--- src/rtl/pwr_mgr_pkg.sv ---
package pwr_mgr_pkg;

    typedef enum logic [1:0] {
        ST_AWAKE       = 2'd0,
        ST_SLEEP_ENTRY = 2'd1,
        ST_ASLEEP      = 2'd2,
        ST_WAKE_ENTRY  = 2'd3
    } pm_state_e;

    localparam int unsigned BANK_CODE_W = 2;
    localparam logic [BANK_CODE_W-1:0] BANK_OFF = 2'b00;
    localparam logic [BANK_CODE_W-1:0] BANK_RET = 2'b01;
    localparam logic [BANK_CODE_W-1:0] BANK_ON  = 2'b10;

endpackage

--- src/rtl/pwr_profile_regs.sv ---
module pwr_profile_regs
    import pwr_mgr_pkg::*;
#(
    parameter int unsigned NBANK = 13,
    localparam int unsigned PW = NBANK * BANK_CODE_W
) (
    input  logic          clk,
    input  logic          rst_n,
    input  logic          we,
    input  logic          addr,
    input  logic [PW-1:0] wdata,
    output logic [PW-1:0] awake_prof,
    output logic [PW-1:0] sleep_prof
);

    typedef struct packed {
        logic [PW-1:0] awake;
        logic [PW-1:0] sleep;
    } prof_t;

    localparam logic [PW-1:0] ALL_ON = {NBANK{BANK_ON}};

    prof_t prof_d, prof_q;

    always_comb begin
        prof_d = prof_q;
        if (we) begin
            if (addr) prof_d.sleep = wdata;
            else      prof_d.awake = wdata;
        end
    end

    always_ff @(posedge clk or negedge rst_n) begin
        if (!rst_n) prof_q <= '{awake: ALL_ON, sleep: ALL_ON};
        else        prof_q <= prof_d;
    end

    assign awake_prof = prof_q.awake;
    assign sleep_prof = prof_q.sleep;


    awake_write_chk: assert property (@(posedge clk) disable iff (!rst_n)
        (we && !addr) |=> (awake_prof == $past(wdata)));


    sleep_write_chk: assert property (@(posedge clk) disable iff (!rst_n)
        (we && addr) |=> (sleep_prof == $past(wdata)));

endmodule

--- src/rtl/pwr_seq_fsm.sv ---
module pwr_seq_fsm
    import pwr_mgr_pkg::*;
(
    input  logic clk,
    input  logic rst_n,
    input  logic task_done,
    input  logic irq_pending,
    output logic cpu_on,
    output logic use_awake
);

    typedef struct packed {
        pm_state_e st;
    } seq_t;

    seq_t seq_d, seq_q;

    always_comb begin
        seq_d = seq_q;
        unique case (seq_q.st)
            ST_AWAKE:       if (task_done && !irq_pending) seq_d.st = ST_SLEEP_ENTRY;
            ST_SLEEP_ENTRY: seq_d.st = ST_ASLEEP;
            ST_ASLEEP:      if (irq_pending) seq_d.st = ST_WAKE_ENTRY;
            ST_WAKE_ENTRY:  seq_d.st = ST_AWAKE;
            default:        seq_d.st = ST_AWAKE;
        endcase
    end

    always_ff @(posedge clk or negedge rst_n) begin
        if (!rst_n) seq_q <= '{st: ST_AWAKE};
        else        seq_q <= seq_d;
    end

    assign cpu_on    = (seq_q.st == ST_AWAKE);
    assign use_awake = (seq_q.st != ST_ASLEEP);


    cpu_off_first_chk: assert property (@(posedge clk) disable iff (!rst_n)
        (cpu_on && task_done && !irq_pending) |=> (!cpu_on && use_awake));


    banks_follow_chk: assert property (@(posedge clk) disable iff (!rst_n)
        $fell(cpu_on) |=> !use_awake);


    banks_first_chk: assert property (@(posedge clk) disable iff (!rst_n)
        $rose(cpu_on) |-> ($past(use_awake) && !$past(cpu_on)));


    stay_awake_chk: assert property (@(posedge clk) disable iff (!rst_n)
        (cpu_on && task_done && irq_pending) |=> cpu_on);


    asleep_hold_chk: assert property (@(posedge clk) disable iff (!rst_n)
        (!use_awake && !irq_pending) |=> (!use_awake && !cpu_on));

endmodule

--- src/rtl/pwr_bank_decode.sv ---
module pwr_bank_decode
    import pwr_mgr_pkg::*;
#(
    parameter int unsigned NBANK = 13,
    localparam int unsigned PW = NBANK * BANK_CODE_W
) (
    input  logic             sel_awake,
    input  logic [PW-1:0]    awake_prof,
    input  logic [PW-1:0]    sleep_prof,
    output logic [NBANK-1:0] pwr_en,
    output logic [NBANK-1:0] ret_en
);

    logic [PW-1:0] active;
    assign active = sel_awake ? awake_prof : sleep_prof;

    for (genvar b = 0; b < NBANK; b++) begin : g_bank
        logic [BANK_CODE_W-1:0] code;
        assign code      = active[b*BANK_CODE_W +: BANK_CODE_W];
        assign pwr_en[b] = code[1];
        assign ret_en[b] = (code == BANK_RET);
    end

endmodule

--- src/rtl/pwr_profile_mgr.sv ---
module pwr_profile_mgr
    import pwr_mgr_pkg::*;
#(
    parameter int unsigned NBANK = 13,
    localparam int unsigned PW = NBANK * BANK_CODE_W
) (
    input  logic             clk,
    input  logic             rst_n,
    input  logic             cfg_we,
    input  logic             cfg_addr,
    input  logic [PW-1:0]    cfg_wdata,
    input  logic             task_done,
    input  logic             irq_pending,
    output logic [NBANK-1:0] bank_pwr_en,
    output logic [NBANK-1:0] bank_ret_en,
    output logic             cpu_pwr_en,
    output logic             periph_pwr_en
);

    logic [PW-1:0] awake_prof;
    logic [PW-1:0] sleep_prof;
    logic          use_awake;

    pwr_profile_regs #(.NBANK(NBANK)) u_regs (
        .clk        (clk),
        .rst_n      (rst_n),
        .we         (cfg_we),
        .addr       (cfg_addr),
        .wdata      (cfg_wdata),
        .awake_prof (awake_prof),
        .sleep_prof (sleep_prof)
    );

    pwr_seq_fsm u_fsm (
        .clk         (clk),
        .rst_n       (rst_n),
        .task_done   (task_done),
        .irq_pending (irq_pending),
        .cpu_on      (cpu_pwr_en),
        .use_awake   (use_awake)
    );

    pwr_bank_decode #(.NBANK(NBANK)) u_dec (
        .sel_awake  (use_awake),
        .awake_prof (awake_prof),
        .sleep_prof (sleep_prof),
        .pwr_en     (bank_pwr_en),
        .ret_en     (bank_ret_en)
    );

    assign periph_pwr_en = 1'b1;


    inactive_write_chk: assert property (@(posedge clk) disable iff (!rst_n)
        (cfg_we && (cfg_addr == use_awake) && !task_done && !irq_pending && cpu_pwr_en)
        |=> ($stable(bank_pwr_en) && $stable(bank_ret_en)));

endmodule

--- config.mk ---
export PLATFORM = sky130hd
export DESIGN_NAME = pwr_profile_mgr
export DESIGN_NICKNAME = d
export VERILOG_FILES = /design/src/rtl/pwr_mgr_pkg.sv /design/src/rtl/pwr_profile_regs.sv /design/src/rtl/pwr_seq_fsm.sv /design/src/rtl/pwr_bank_decode.sv /design/src/rtl/pwr_profile_mgr.sv
export SDC_FILE = /design/constraint.sdc
export NUM_CORES = 1
export LEC_CHECK = 0
export ABC_AREA = 0
export BUFFER_PORTS_ARGS = -buffer_cell sky130_fd_sc_hd__buf_4
export CAP_MARGIN = 0
export CORE_MARGIN = 8
export CORE_UTILIZATION = 40
export DETAILED_ROUTE_END_ITERATION = 12
export HOLD_SLACK_MARGIN = 0.06
export SYNTH_ARGS = -nofsm -noshare
export SYNTH_HDL_FRONTEND = slang
export SYNTH_SLANG_ARGS = --single-unit
export TNS_END_PERCENT = 5
--- constraint.sdc ---
create_clock -name clk -period 4.2 [get_ports clk]
set_input_delay 0.84 -clock clk [delete_from_list [all_inputs] [get_ports clk]]
set_output_delay 0.84 -clock clk [all_outputs]
set_load 0.02 [all_outputs]
Yosys cells after proc, flatten, opt, wreduce, memory -nomap -nowiden
Cells that the tools add are included.
W data, S select, Z words.
{ "word_totals": {"register_bits": 54, "inputBits": 32} }
{ "op_classes": {"n_eq_ne": 19, "mux": 4, "bitwise_logic": 1, "reduce_logical": 6} }
{ "op_table": {"columns": ["op", "count"], "rows": [
  ["$eq A2 B1 Y1 const B", 14],
  ["$mux W26", 1],
  ["$pmux W2 S4", 1],
  ["$reduce_and A2 Y1", 3],
  ["$eq A2 B2 Y1 const B", 2],
  ["$mux W2", 2],
  ["$ne A2 B2 Y1 const B", 2],
  ["$logic_not A2 Y1", 1],
  ["$ne A2 B1 Y1 const B", 1],
  ["$logic_and A1 B1 Y1", 1],
  ["$logic_not A1 Y1", 1],
  ["$not A1 Y1", 1]
]} }

Depth between registers and ports, before layout
{ "logic_depth": {"ltp_word": 4, "ltp_mapped": 7} }

Modules after synthesis
A second synthesis with hierarchy kept.
{ "unflattened": {"hier_cells": 183, "hier_area_um2": 2568.7} }
{ "modules_own_cells": {"columns": ["module", "n_inst", "cells_per_inst", "area_each_um2"], "rows": [
  ["pwr_profile_regs", 1, 111, 1979.4],
  ["pwr_bank_decode", 1, 56, 425.4],
  ["pwr_seq_fsm", 1, 14, 152.6],
  ["pwr_profile_mgr", 1, 2, 11.3]
]} }

Worst setup path before layout
Ideal clock, no wire load.
{ "synth_timing": {"kind": "register -> output", "from": "reg u_fsm.seq_q[0] (netlist name)", "to": "out bank_ret_en[1]", "t_arrival_ns": 1.484, "setup_slack_ns": 1.876, "path_stages_with_launch": 6, "n_path_buf": 2, "cell_sequence": "dfrtp_1 inv_1 ha_1 buf_2 buf_2 o32ai_1"} }
{ "synth_between": {"elab_chain_len": 3} }
{ "synth_rtl": {"columns": ["item", "line_no", "text"], "rows": [
  ["start, declared", "pwr_seq_fsm.sv:16", "seq_t seq_d, seq_q;"],
  ["start signal, assigned", "pwr_seq_fsm.sv:30", "if (!rst_n) seq_q <= '{st: ST_AWAKE};"],
  ["start signal, assigned", "pwr_seq_fsm.sv:31", "else seq_q <= seq_d;"],
  ["$ne A2 B2 Y1", "pwr_seq_fsm.sv:35", "assign use_awake = (seq_q.st != ST_ASLEEP);"],
  ["$mux W26", "pwr_bank_decode.sv:15", "assign active = sel_awake ? awake_prof : sleep_prof;"],
  ["$eq A2 B1 Y1", "pwr_bank_decode.sv:21", "assign ret_en[b] = (code == BANK_RET);"],
  ["end, declared", "pwr_profile_mgr.sv:15", "output logic [NBANK-1:0] bank_ret_en,"]
]} }
Every way passes these cells.

Final worst setup path
{ "layout_timing": {"from": "reg u_fsm.seq_q[0] (netlist name)", "to": "out bank_pwr_en[0]"} }
{ "layout_between": {"elab_chain_len": 2} }
{ "layout_rtl": {"columns": ["item", "line_no", "text"], "rows": [
  ["$ne A2 B2 Y1", "pwr_seq_fsm.sv:35", null],
  ["$mux W26", "pwr_bank_decode.sv:15", null],
  ["end, declared", "pwr_profile_mgr.sv:14", "output logic [NBANK-1:0] bank_pwr_en,"]
]} }
Every way passes these cells.

==> impl_metrics.toml <==
[run_status]
status = "finished, final reports clean"

[yosys]
yosysTopAreaCell = "dfrtp_1"
async_flop_share = 1.00
yosys-top-cells-area = "dfrtp_1 (27%), dfstp_2 (26%), mux2_2 (18%)"
yosys_warnings = 0
synth.top_cell.area_share = 0.271
synth.most_common_cell = "mux2_2"
synthesis.area_sq_mm = 0.00258
post_synth.cell_area_avg_sq_um = 13.7
ys_types = 23
synth-edff-count = 0
yosys_most_used_dff = "dfrtp_1"
netlist_instances = 189
ys_seq_area_frac = 0.535
synth-seq-cells = 54
ys_top_cells_by_count = "mux2_2 (41), dfrtp_1 (28), dfstp_2 (26)"
syn_nets = 223

[cells_and_area]
n_antenna_cell = 0
fillCellCount = 579
drive_gt1_frac = 0.641
finalNetCount = 278
area_delta_synth_final_pct = 22.5

[clocking]
postCtsSetupBuffers = 0
cts_resized = 0
clockBufferDepth = 2
clock-root-buffer = "clkbuf_8"
clock-sinks = 54
holdBufCountCts = 0
ctsHtreeMaxLevel = 2
clk_latency_ps = 310
path_clk_slew_ps = 100
cts_buffers = 5
cts_tree = "built"

[drt]
routed_wl_microns = 5070
first_iter_violations = 42
dr.pass1.iters = 4
viasPerCell = 5.01
ant_nets = 0
wl_per_cell_microns = 15.8
via_count = 1612
drc = 0

[critical_path]
path_max_fanout = 42
crit_family = "adder cells"
critPathSlowestCell = "ha_2"
critPathMaxStageDelay_ps = 760
endpoint_kind = "output pin"
ff2ff_setup_slack_ps = 2300
worstPathArrival_ps = 2150
crit_chain = "inv_1 -> ha_2 -> mux2_2 -> buf_4"
path_buf_inv = 2
cp.required_ps = 3360
start_kind = "register"
path_class = "register to output pin"

[global_route]
grt_pass1_wl_microns = 8210
grt_max_degree = 55
grt_pass1_vias = 1733
antenna_found_initial = 0
grt_usage = 0.112
grt_overflow = 0

[pwr]
switching_share = 0.336
power.density_mw_per_mm2 = 557
power_frac_seq = 0.388
intPower_mw = 1.17
power_mw = 1.76
netSwitchingPower_mw = 0.592
pwr-share-comb = 0.413
leakagePower_nw = 1.46
vdd_drop_max_v = 0.000463
pwr-share-clk = 0.199

[die]
die_w_microns = 96.4
die_area_sq_mm = 0.00929
fp.dieH_microns = 96.4
num_rows = 29
start_util = 0.409
coreArea_sq_mm = 0.00631
io_pins = 60

[timing]
finClkSkew_ps = 2.25
rsz0062_at_grt = "no"
setup_ws_ps = 1210
setup_violations = 0
fmax_ghz = 0.334
worstMarginPinSlew_ps = 876
finalCritPeriodShare = 0.713
hold_viol = 0
fin_tns_setup_ps = 0
period_needed_ps = 2990
maxSlewHeadroom = 0.414
maxSlewViolCount = 0

[place]
place_ws_ps = 1540
port_buffers = 58
hpwl_microns = 3350
gp_congestion = 0.681

[job]
drv_cap = 0

[min_path]
hold_class = "register to register"
## flip-flops by register name, summed over array words and instances (netlist names)
name               cells
u_regs.sleep_prof     26
u_fsm.seq_q            2
u_regs.awake_prof     26
## cell usage in the layout, fill, tap and decap left out
cell type / synthesis / final
a32o_1: 9 / 9
clkbuf_8: 0 / 5
nor2b_2: 1 / 1
nand2_2: 1 / 1
a21oi_1: 1 / 1
o32ai_1: 4 / 4
mux2_2: 41 / 41
mux2_1: 1 / 1
mux2_4: 20 / 20
nand2b_1: 1 / 1
o21ai_0: 6 / 6
ha_1: 2 / 1
nand2_1: 9 / 9
bufinv_16: 0 / 1
buf_4: 3 / 59
clkinv_2: 0 / 1
inv_1: 15 / 15
ha_2: 0 / 1
nor2_1: 9 / 9
inv_6: 0 / 1
dfrtp_1: 28 / 28
nor2b_1: 2 / 2
dfstp_2: 26 / 26
nor3b_1: 1 / 1
conb_1: 1 / 1
## area by class of cell
class	count	area, sq um	share of cell area
timing repair buffer	59	443	0.140
multi-input combinational	109	1070	0.339
clock inverter	3	43.8	0.0138
sequential	54	1380	0.437
clock buffer	5	68.8	0.0217
tap	77	96.3	0.0304
inverter	15	56.3	0.0178
## kinds of logic after synthesis
kind of cell / share of synthesized area
muxes: 0.299
DFF: 0.535
buffers and inverters: 0.0503
and+or+nand+nor: 0.0421
AOI/OAI and AO/OA: 0.0620
adders and majority gates: 0.00968
other: 0.00145
## power by group through the flow
| stage | Combinational, mW | Sequential [mW] | Clock (mW) |
|---|---|---|---|
| floorplan | 0.498 | 0.676 | 0 |
| global placement | 0.734 | 0.690 | 0 |
| detailed placement | 0.740 | 0.692 | 0 |
| CTS | 0.743 | 0.684 | 0.367 |
| global route | 0.789 | 0.696 | 0.383 |
| finish | 0.728 | 0.684 | 0.350 |
## final timing paths
path,from,end,cells after the start
max,u_fsm.seq_q[0],bank_pwr_en[0],4
min,u_regs.awake_prof[12],u_regs.awake_prof[12],1
max reg2reg,u_fsm.seq_q[0],u_fsm.seq_q[1],5
min reg2reg,u_regs.awake_prof[12],u_regs.awake_prof[12],1
max in group asynchronous,rst_n,u_regs.awake_prof[20],1
min in group asynchronous,rst_n,u_regs.sleep_prof[20],1
## worst reg2reg max path: cells and delay by family (launching register included)
family                     cells  cell delay (ps)
AOI/OAI and AO/OA              1               60
adders and majority gates      1              760
buffers and inverters          1               90
DFF                            1              400
muxes                          1              270
and+or+nand+nor                1              220
## layer usage
layer / GRT usage / share of wire / vias to the layer above
li1: - / - / 768
met1: 0.141 / 0.44 / 806
met2: 0.184 / 0.50 / 33
met3: 0.0270 / 0.053 / 5
met4: 0.0416 / 0.014 / 0
met5: 0 / 0 / -
## through the flow
step | area (sq um) | instances | utilization | hold slack (ps)
2_1_floorplan | 2580 | 189 | - | 480
3_3_place_gp | 3050 | 314 | 0.484 | 489
3_5_place_dp | 3050 | 314 | 0.484 | 496
4_1_cts | 3170 | 322 | 0.501 | 522
5_1_grt | 3170 | 322 | 0.501 | 539
6_report | 3170 | 322 | 0.501 | 515
Power figures use the tool's default switching activity.
